[src/rtl/dmab_pkg.sv]
package dmab_pkg;

  localparam logic [15:0] B_PAGE     = 16'h2100;
  localparam logic [7:0]  PORT_LOW   = 8'h80;
  localparam logic [7:0]  FILL_BYTE  = 8'hFF;
  localparam logic [7:0]  WRAM_BANK0 = 8'h7E;
  localparam logic [7:0]  WRAM_BANK1 = 8'h7F;

  typedef enum logic [2:0] {
    ST_IDLE,
    ST_RD,
    ST_WR,
    ST_SKIPRD,
    ST_SKIPWR
  } phase_e;

  typedef struct packed {
    logic capture;
    logic rdStrobe;
    logic wrStrobe;
    logic writePhase;
    logic busy;
    logic finish;
  } ctl_s;

  function automatic logic [1:0] modeOffset(input logic [2:0] m, input logic [1:0] idx);
    logic [1:0] r;
    case (m)
      3'd1, 3'd5: r = {1'b0, idx[0]};
      3'd3, 3'd7: r = {1'b0, idx[1]};
      3'd4:       r = idx;
      default:    r = 2'd0;
    endcase
    return r;
  endfunction

  function automatic logic [2:0] modeLen(input logic [2:0] m);
    logic [2:0] r;
    case (m)
      3'd0:             r = 3'd1;
      3'd1, 3'd2, 3'd6: r = 3'd2;
      default:          r = 3'd4;
    endcase
    return r;
  endfunction

  function automatic logic inWorkRam(input logic [23:0] a);
    logic [7:0] bank;
    bank = a[23:16];
    return (bank == WRAM_BANK0) || (bank == WRAM_BANK1) ||
           (!bank[6] && (a[15:13] == 3'b000));
  endfunction

endpackage

[src/rtl/dmab_ctrl.sv]
module dmab_ctrl
  import dmab_pkg::*;
#(
  parameter int ACC = 4
) (
  input  logic clk,
  input  logic rstN,
  input  logic start,
  input  logic dirBtoA,
  input  logic loopHit,
  output ctl_s ctl,
  output logic done
);

  localparam int TMR_W = (ACC > 2) ? $clog2(ACC) : 1;
  localparam logic [TMR_W-1:0] TMR_LAST = TMR_W'(ACC - 1);

  phase_e state, stateNxt;
  logic [TMR_W-1:0] tmr;
  logic loopDirQ;
  logic doneQ;
  logic phaseEnd;

  assign phaseEnd = (tmr == TMR_LAST);

  always_comb begin
    stateNxt = state;
    ctl = '0;
    ctl.busy = (state != ST_IDLE);
    case (state)
      ST_IDLE: begin
        if (start) begin
          ctl.capture = 1'b1;
          stateNxt = loopHit ? ST_SKIPRD : ST_RD;
        end
      end
      ST_RD: begin
        ctl.rdStrobe = phaseEnd;
        if (phaseEnd) stateNxt = ST_WR;
      end
      ST_WR: begin
        ctl.writePhase = 1'b1;
        ctl.wrStrobe = phaseEnd;
        ctl.finish = phaseEnd;
        if (phaseEnd) stateNxt = ST_IDLE;
      end
      ST_SKIPRD: begin
        if (phaseEnd) stateNxt = loopDirQ ? ST_WR : ST_SKIPWR;
      end
      ST_SKIPWR: begin
        ctl.writePhase = 1'b1;
        ctl.finish = phaseEnd;
        if (phaseEnd) stateNxt = ST_IDLE;
      end
      default: stateNxt = ST_IDLE;
    endcase
  end

  always_ff @(posedge clk) begin
    if (!rstN) begin
      state    <= ST_IDLE;
      tmr      <= '0;
      loopDirQ <= 1'b0;
      doneQ    <= 1'b0;
    end else begin
      state <= stateNxt;
      doneQ <= ctl.finish;
      if (ctl.capture) begin
        loopDirQ <= dirBtoA;
        tmr      <= '0;
      end else if (ctl.busy) begin
        tmr <= phaseEnd ? '0 : tmr + 1'b1;
      end
    end
  end

  assign done = doneQ;

endmodule

[src/rtl/dmab_datapath.sv]
module dmab_datapath
  import dmab_pkg::*;
#(
  parameter int ADDR_W = 24,
  parameter int DATA_W = 8,
  parameter int COST_W = 5
) (
  input  logic              clk,
  input  logic              rstN,
  input  ctl_s              ctl,
  input  logic              dirBtoA,
  input  logic [2:0]        mode,
  input  logic [1:0]        byteIdx,
  input  logic [7:0]        destReg,
  input  logic [ADDR_W-1:0] aAddr,
  input  logic [DATA_W-1:0] busRdata,
  output logic              loopHit,
  output logic [ADDR_W-1:0] busAddr,
  output logic              busToB,
  output logic [DATA_W-1:0] busWdata,
  output logic [COST_W-1:0] cost
);

  logic [7:0]        bLowIn;
  logic              dirQ;
  logic [ADDR_W-1:0] aQ;
  logic [7:0]        bLowQ;
  logic [DATA_W-1:0] dataQ;
  logic [COST_W-1:0] cntQ;
  logic [COST_W-1:0] costQ;
  logic              aSide;
  logic [ADDR_W-1:0] bFull;

  assign bLowIn  = destReg + {6'd0, modeOffset(mode, byteIdx)};
  assign loopHit = (bLowIn == PORT_LOW) && inWorkRam(aAddr);

  always_ff @(posedge clk) begin
    if (!rstN) begin
      dirQ  <= 1'b0;
      aQ    <= '0;
      bLowQ <= '0;
      dataQ <= '0;
      cntQ  <= '0;
      costQ <= '0;
    end else begin
      if (ctl.capture) begin
        dirQ  <= dirBtoA;
        aQ    <= aAddr;
        bLowQ <= bLowIn;
        cntQ  <= '0;
        if (loopHit) dataQ <= DATA_W'(FILL_BYTE);
      end else if (ctl.busy) begin
        cntQ <= cntQ + 1'b1;
      end
      if (ctl.rdStrobe) dataQ <= busRdata;
      if (ctl.finish)   costQ <= cntQ + 1'b1;
    end
  end

  assign aSide    = ctl.writePhase ? dirQ : !dirQ;
  assign bFull    = ADDR_W'(B_PAGE | {8'h00, bLowQ});
  assign busAddr  = aSide ? aQ : bFull;
  assign busToB   = ctl.busy && !aSide;
  assign busWdata = dataQ;
  assign cost     = costQ;

endmodule

[src/rtl/dmab_top.sv]
module dmab_top
  import dmab_pkg::*;
#(
  parameter int ACC    = 4,
  parameter int COST_W = 5
) (
  input  logic              clk,
  input  logic              rstN,
  input  logic              start,
  input  logic              dirBtoA,
  input  logic [2:0]        mode,
  input  logic [1:0]        byteIdx,
  input  logic [7:0]        destReg,
  input  logic [23:0]       aAddr,
  input  logic [7:0]        busRdata,
  output logic [23:0]       busAddr,
  output logic              busToB,
  output logic              busRd,
  output logic              busWr,
  output logic [7:0]        busWdata,
  output logic              done,
  output logic [COST_W-1:0] cost,
  output logic [2:0]        unitLen
);

  ctl_s ctl;
  logic loopHit;

  dmab_ctrl #(.ACC(ACC)) uCtrl (
    .clk     (clk),
    .rstN    (rstN),
    .start   (start),
    .dirBtoA (dirBtoA),
    .loopHit (loopHit),
    .ctl     (ctl),
    .done    (done)
  );

  dmab_datapath #(.ADDR_W(24), .DATA_W(8), .COST_W(COST_W)) uDp (
    .clk      (clk),
    .rstN     (rstN),
    .ctl      (ctl),
    .dirBtoA  (dirBtoA),
    .mode     (mode),
    .byteIdx  (byteIdx),
    .destReg  (destReg),
    .aAddr    (aAddr),
    .busRdata (busRdata),
    .loopHit  (loopHit),
    .busAddr  (busAddr),
    .busToB   (busToB),
    .busWdata (busWdata),
    .cost     (cost)
  );

  assign busRd   = ctl.rdStrobe;
  assign busWr   = ctl.wrStrobe;
  assign unitLen = modeLen(mode);

endmodule

[config.mk]
export PLATFORM = sky130hd
export DESIGN_NAME = dmab_top
export DESIGN_NICKNAME = d
export VERILOG_FILES = /design/src/rtl/dmab_pkg.sv /design/src/rtl/dmab_ctrl.sv /design/src/rtl/dmab_datapath.sv /design/src/rtl/dmab_top.sv
export SDC_FILE = /design/constraint.sdc
export NUM_CORES = 1
export LEC_CHECK = 0
export ABC_AREA = 1
export BUFFER_PORTS_ARGS = -buffer_cell sky130_fd_sc_hd__buf_2
export CAP_MARGIN = 20
export CORE_AREA = 5 5 66 97
export DETAILED_ROUTE_END_ITERATION = 8
export DIE_AREA = 0 0 71 102
export GPL_ROUTABILITY_DRIVEN = 1
export PLACE_DENSITY = 0.82
export SETUP_SLACK_MARGIN = 0.4
export SYNTH_ARGS = -nofsm -noshare
export SYNTH_HDL_FRONTEND = slang
export SYNTH_HIERARCHICAL = 1
export SYNTH_SLANG_ARGS = --single-unit
[constraint.sdc]
create_clock -name clk -period 6.2 [get_ports clk]
set_clock_uncertainty 0.15 [all_clocks]
set_input_delay 1.86 -clock clk [delete_from_list [all_inputs] [get_ports clk]]
set_output_delay 1.86 -clock clk [all_outputs]
set_load 0.01 [all_outputs]
== Word-level counts from Yosys, hierarchy flattened ==
Cells that the tools add are included.
Cells by class
  add/subtract/negate cells: 3
  eq/ne operators: 19
  multiplexer cells: 21
  bitwise gates (word level): 1
  reductions and logical operators: 21
Operators with widths (number)
  $mux W24: 1
  $mux W8: 3
  $eq A8 B7 Y1 const B: 2
  $eq A3 B3 Y1 const B: 5
  $mux W3: 5
  $eq A3 B2 Y1 const B: 4
  $pmux W3 S4: 1
  $logic_not A3 Y1: 3
  $add A8 B2 Y8: 1
  $eq A8 B8 Y1 const B: 1
  $reduce_or A2 Y1: 4
  $mux W1: 7
  $eq A3 B1 Y1 const B: 2
  $ne A2 B1 Y1 const B: 3
  $pmux W2 S3: 1
  $pmux W3 S2: 1
  $add A5 B1 Y5 const B: 1
  $mux W2: 2
  $reduce_and A4 Y1: 1
  $reduce_bool A2 Y1: 2
  $logic_and A1 B1 Y1: 3
  $logic_not A1 Y1: 3
  $reduce_bool A3 Y1: 1
  $reduce_or A3 Y1: 1
  other kinds (6): 7
Word-level totals
  bits in registers: 57
  input bits: 49
  output and inout port bits: 44

== Logic depth before layout (Yosys ltp) ==
  depth after elaboration: 9
  gate-level depth with buffers: 17
  mapped depth without buffers: 17

== Cells and area by module ==
The synthesis kept the hierarchy.
By module, submodules not included
  dmab_datapath: times used 1, cells an instance 351, area each 2394.8 um^2, sequential area each 1021.0 um^2
  dmab_ctrl: times used 1, cells an instance 57, area each 394.1 um^2, sequential area each 140.1 um^2
  dmab_top: times used 1, cells an instance 7, area each 35.0 um^2, sequential area each 0.0 um^2

== Worst setup path before layout ==
Ideal clock, no wire load.
  path kind: input-to-output
  from: input mode[2]
  to: output unitLen[0]
  data arrival time: 2.161 ns
  setup slack: 2.029 ns
  stages on the path: 1
  path buffers: 0
  cell sequence: nor3_1
Between the ends
  longest elaborated chain between the ends: 3
  elaborated cells between the ends (all ways): 6
  classes of those cells: 3 x eq/ne; 1 x mux; 2 x reduce/logical
Ends and longest elaborated chain
  from (decl): line dmab_top.sv:11  | input logic [2:0] mode,
  $eq A3 B2 Y1, or another cell as far along: line dmab_pkg.sv:39  | case (m)
  $reduce_or A3 Y1: line dmab_pkg.sv:39
  $pmux W3 S2 *: line dmab_pkg.sv:39
  to (decl): line dmab_top.sv:23  | output logic [2:0] unitLen
Mark *: on every way between the ends. The rest lies on a longest branch, timed or not.

==> summary.md <==
| Metric | Value |
|---|---|
| Worst path arrival time | `2.60 ns` |
| Post-synth EDFFs | `0` |
| Multi-input gate area | `1300 um^2` |
| Routed wire per std cell | `12.1 um` |
| Reg area | `1160 um^2` |
| Setup Fix Bufs, Post-CTS | `0` |
| Fin crit share | `74.4%` |
| Vias/cell | `4.95` |
| Max_cap viols | `0` |
| TritonRoute pass-1 iters | `4` |
| Syn nets | `469` |
| Most frequent cell after synthesis | `inv_1` |
| Initial antenna violation count | `0` |
| Critical Path RT | `4.19 ns` |
| CTS tree | `done` |
| Antenna-violating nets left | `0` |
| Cell accounting for the most synthesized area | `dfxtp_1` |
| Max Slew Vio Count | `0` |
| Worst-Skew Late Latency | `0.34 ns` |
| Slew @ Worst Pin | `1.05 ns` |
| Die H | `102 um` |
| Gr usage total | `19.9%` |
| Core Rows | `33` |
| GP Congestion | `0.830` |
| Synth top area share | `41.1%` |
| H-tree lvl count | `3` |
| Crit Path Max Fanout | `31` |
| Place WS | `1.83 ns` |
| Vias | `2,873` |
| Total congestion overflow | `0` |
| Vias in the first global route | `2,703` |
| Top Ports | `93` |
| Fmax | `217 MHz` |
| Syn-to-layout area delta | `25.7%` |
| Synth cell types | `29` |
| Prevailing post-synth register cell | `dfxtp_1` |
| Async set-reset flop share out of synthesis | `0%` |
| Buffers on Ports | `92` |
| CTS Buf Count | `9` |
| Root buf cell | `clkbuf_8` |
| Maximum vdd drop | `202 uV` |
| Fillers | `513` |
| DRC | `0` |
| Synth top area cells | `dfxtp_1 (41%), inv_1 (11%), nand2_1 (8.5%)` |
| # setup viols final | `0` |
| 1st-iter DRT viols | `122` |
| Ratio of cells with drive above 1 in the final layout | `26.1%` |
| Most frequent cells after synthesis | `inv_1 (79), nand2_1 (64), dfxtp_1 (58)` |
| Netlist Area Pre-Place | `2820 um^2` |
| Detailed Route WL | `7000 um` |
| Critical path endpoint category | `output pin` |
| Avg Synthesized Cell Area | `6.80 um^2` |
| Starting Density | `51.8%` |
| First-pass GRT wire length | `11,400 um` |
| Post-synthesis register bit count | `58` |
| RSZ-0062 raised after global routing | `no` |
| Worst Setup Start Kind | `register` |
| Slew headroom | `29.7%` |
| Ys Warns | `6` |
| Setup_tns | `0 ns` |
| Endpoints failing hold | `0` |
| DIE AREA | `7240 um^2` |
| DP HPWL | `5210 um` |
| Clock Sink Count | `58` |
| Final WS setup | `1.59 ns` |
| Core Region | `5450 um^2` |
| Pwr/cell area | `271 nW/um^2` |
| # nets final | `559` |
| Tightest Hold Check Type | `reg2reg` |
| Worst setup path category | `reg2out` |
| Clk pin slew, worst setup/hold paths | `0.07 ns` |
| Mapped Cells | `415` |
| ANT cells | `0` |
| Sequential area share after synthesis | `41.1%` |
| Outcome | `completed` |
| Cts repair resizes | `0` |
| Die W | `71 um` |
| Hold_buf cts | `0` |
| CTS max path bufs | `2` |
| Pleak | `1.86 nW` |
| Final Core Density | `65.1%` |
| Post-layout min period | `4.61 ns` |
| Largest net degree at the start of global routing | `32` |
## registers in the layout, summed over array words and instances, names as in the netlist, 2 cells and up
| name | flops |
|---|---|
| uCtrl/state | 3 |
| uCtrl/tmr | 2 |
| uDp/aQ | 24 |
| uDp/bLowQ | 8 |
| uDp/busWdata | 8 |
| uDp/cntQ | 5 |
| uDp/cost | 5 |
## metrics by stage
step,power [mW],area (um^2),std cells,hold slack (ns)
after detailed placement,0.582,3320,564,0.286
after global placement,0.577,3320,564,0.283
after CTS,0.970,3550,580,0.300
after floorplan,0.522,2820,415,0.269
after global routing,1.01,3550,580,0.331
final,0.963,3550,580,0.306
## worst max-delay path, cell delays in order, from the launching register on
cell and delay [ns]:
dfxtp_1 0.42, nor2_2 0.08, nand2_1 0.09, nand2_1 0.09, or2_2 0.29, nand2_1 0.76, inv_1 0.24, nor2_1 0.14
buf_2 0.14
## report_power, final
part	switching, mW	internal (mW)
sequential	0.0120	0.398
combinational	0.105	0.0588
clock	0.159	0.229
## layout make-up
cell class                 count  share of cell area, %
timing repair buffer          93                   13.2
multi-input combinational    261                   36.6
tap                           70                   2.47
clock inverter                 7                   2.89
sequential                    58                   32.7
clock buffer                   9                   3.49
inverter                      82                   8.67
## layer usage
metal	global-route usage (%)	up-vias	part of all wire [%]	routed length (um)
met5	0	-	0	0
met1	21.1	1275	41	2840
met2	35.7	106	50	3490
met3	5.02	16	7.2	507
met4	11.4	0	2.3	161
li1	-	1476	-	-
## cells by family after synthesis
| group | after synthesis | share of synthesized area [%] |
|---|---|---|
| DFF | 58 | 41.1 |
| AOI/OAI and AO/OA | 66 | 12.4 |
| xor gates and xnor gates | 4 | 1.24 |
| adders and majority gates | 5 | 2.48 |
| and+or+nand+nor | 186 | 29.9 |
| buffers and inverters | 96 | 12.9 |
## cell usage in the layout, fill, tap and decap left out, types with 4 or more instances in the layout
master and count:
buf_2 92, inv_1 79, nand2_1 64, dfxtp_1 58, nor2_1 54, o21ai_0 47, nand3_1 40, clkbuf_8 9
a21oi_1 9, nand2_2 8, nor2_2 6, o22ai_1 5, ha_1 4
## path summary, 6_finish.rpt
path / from / to / slack, ns / cells after the start
worst min-delay path: uDp/bLowQ[0] / uDp/bLowQ[0] / 0.31 / 2
worst max register to register: uCtrl/state[1] / uDp/cntQ[4] / 4.12 / 8
worst max-delay path: uCtrl/state[1] / busToB / 1.59 / 8
worst min register to register: uDp/bLowQ[0] / uDp/bLowQ[0] / 0.31 / 2
No activity file was read; power rests on OpenSTA's default activity.
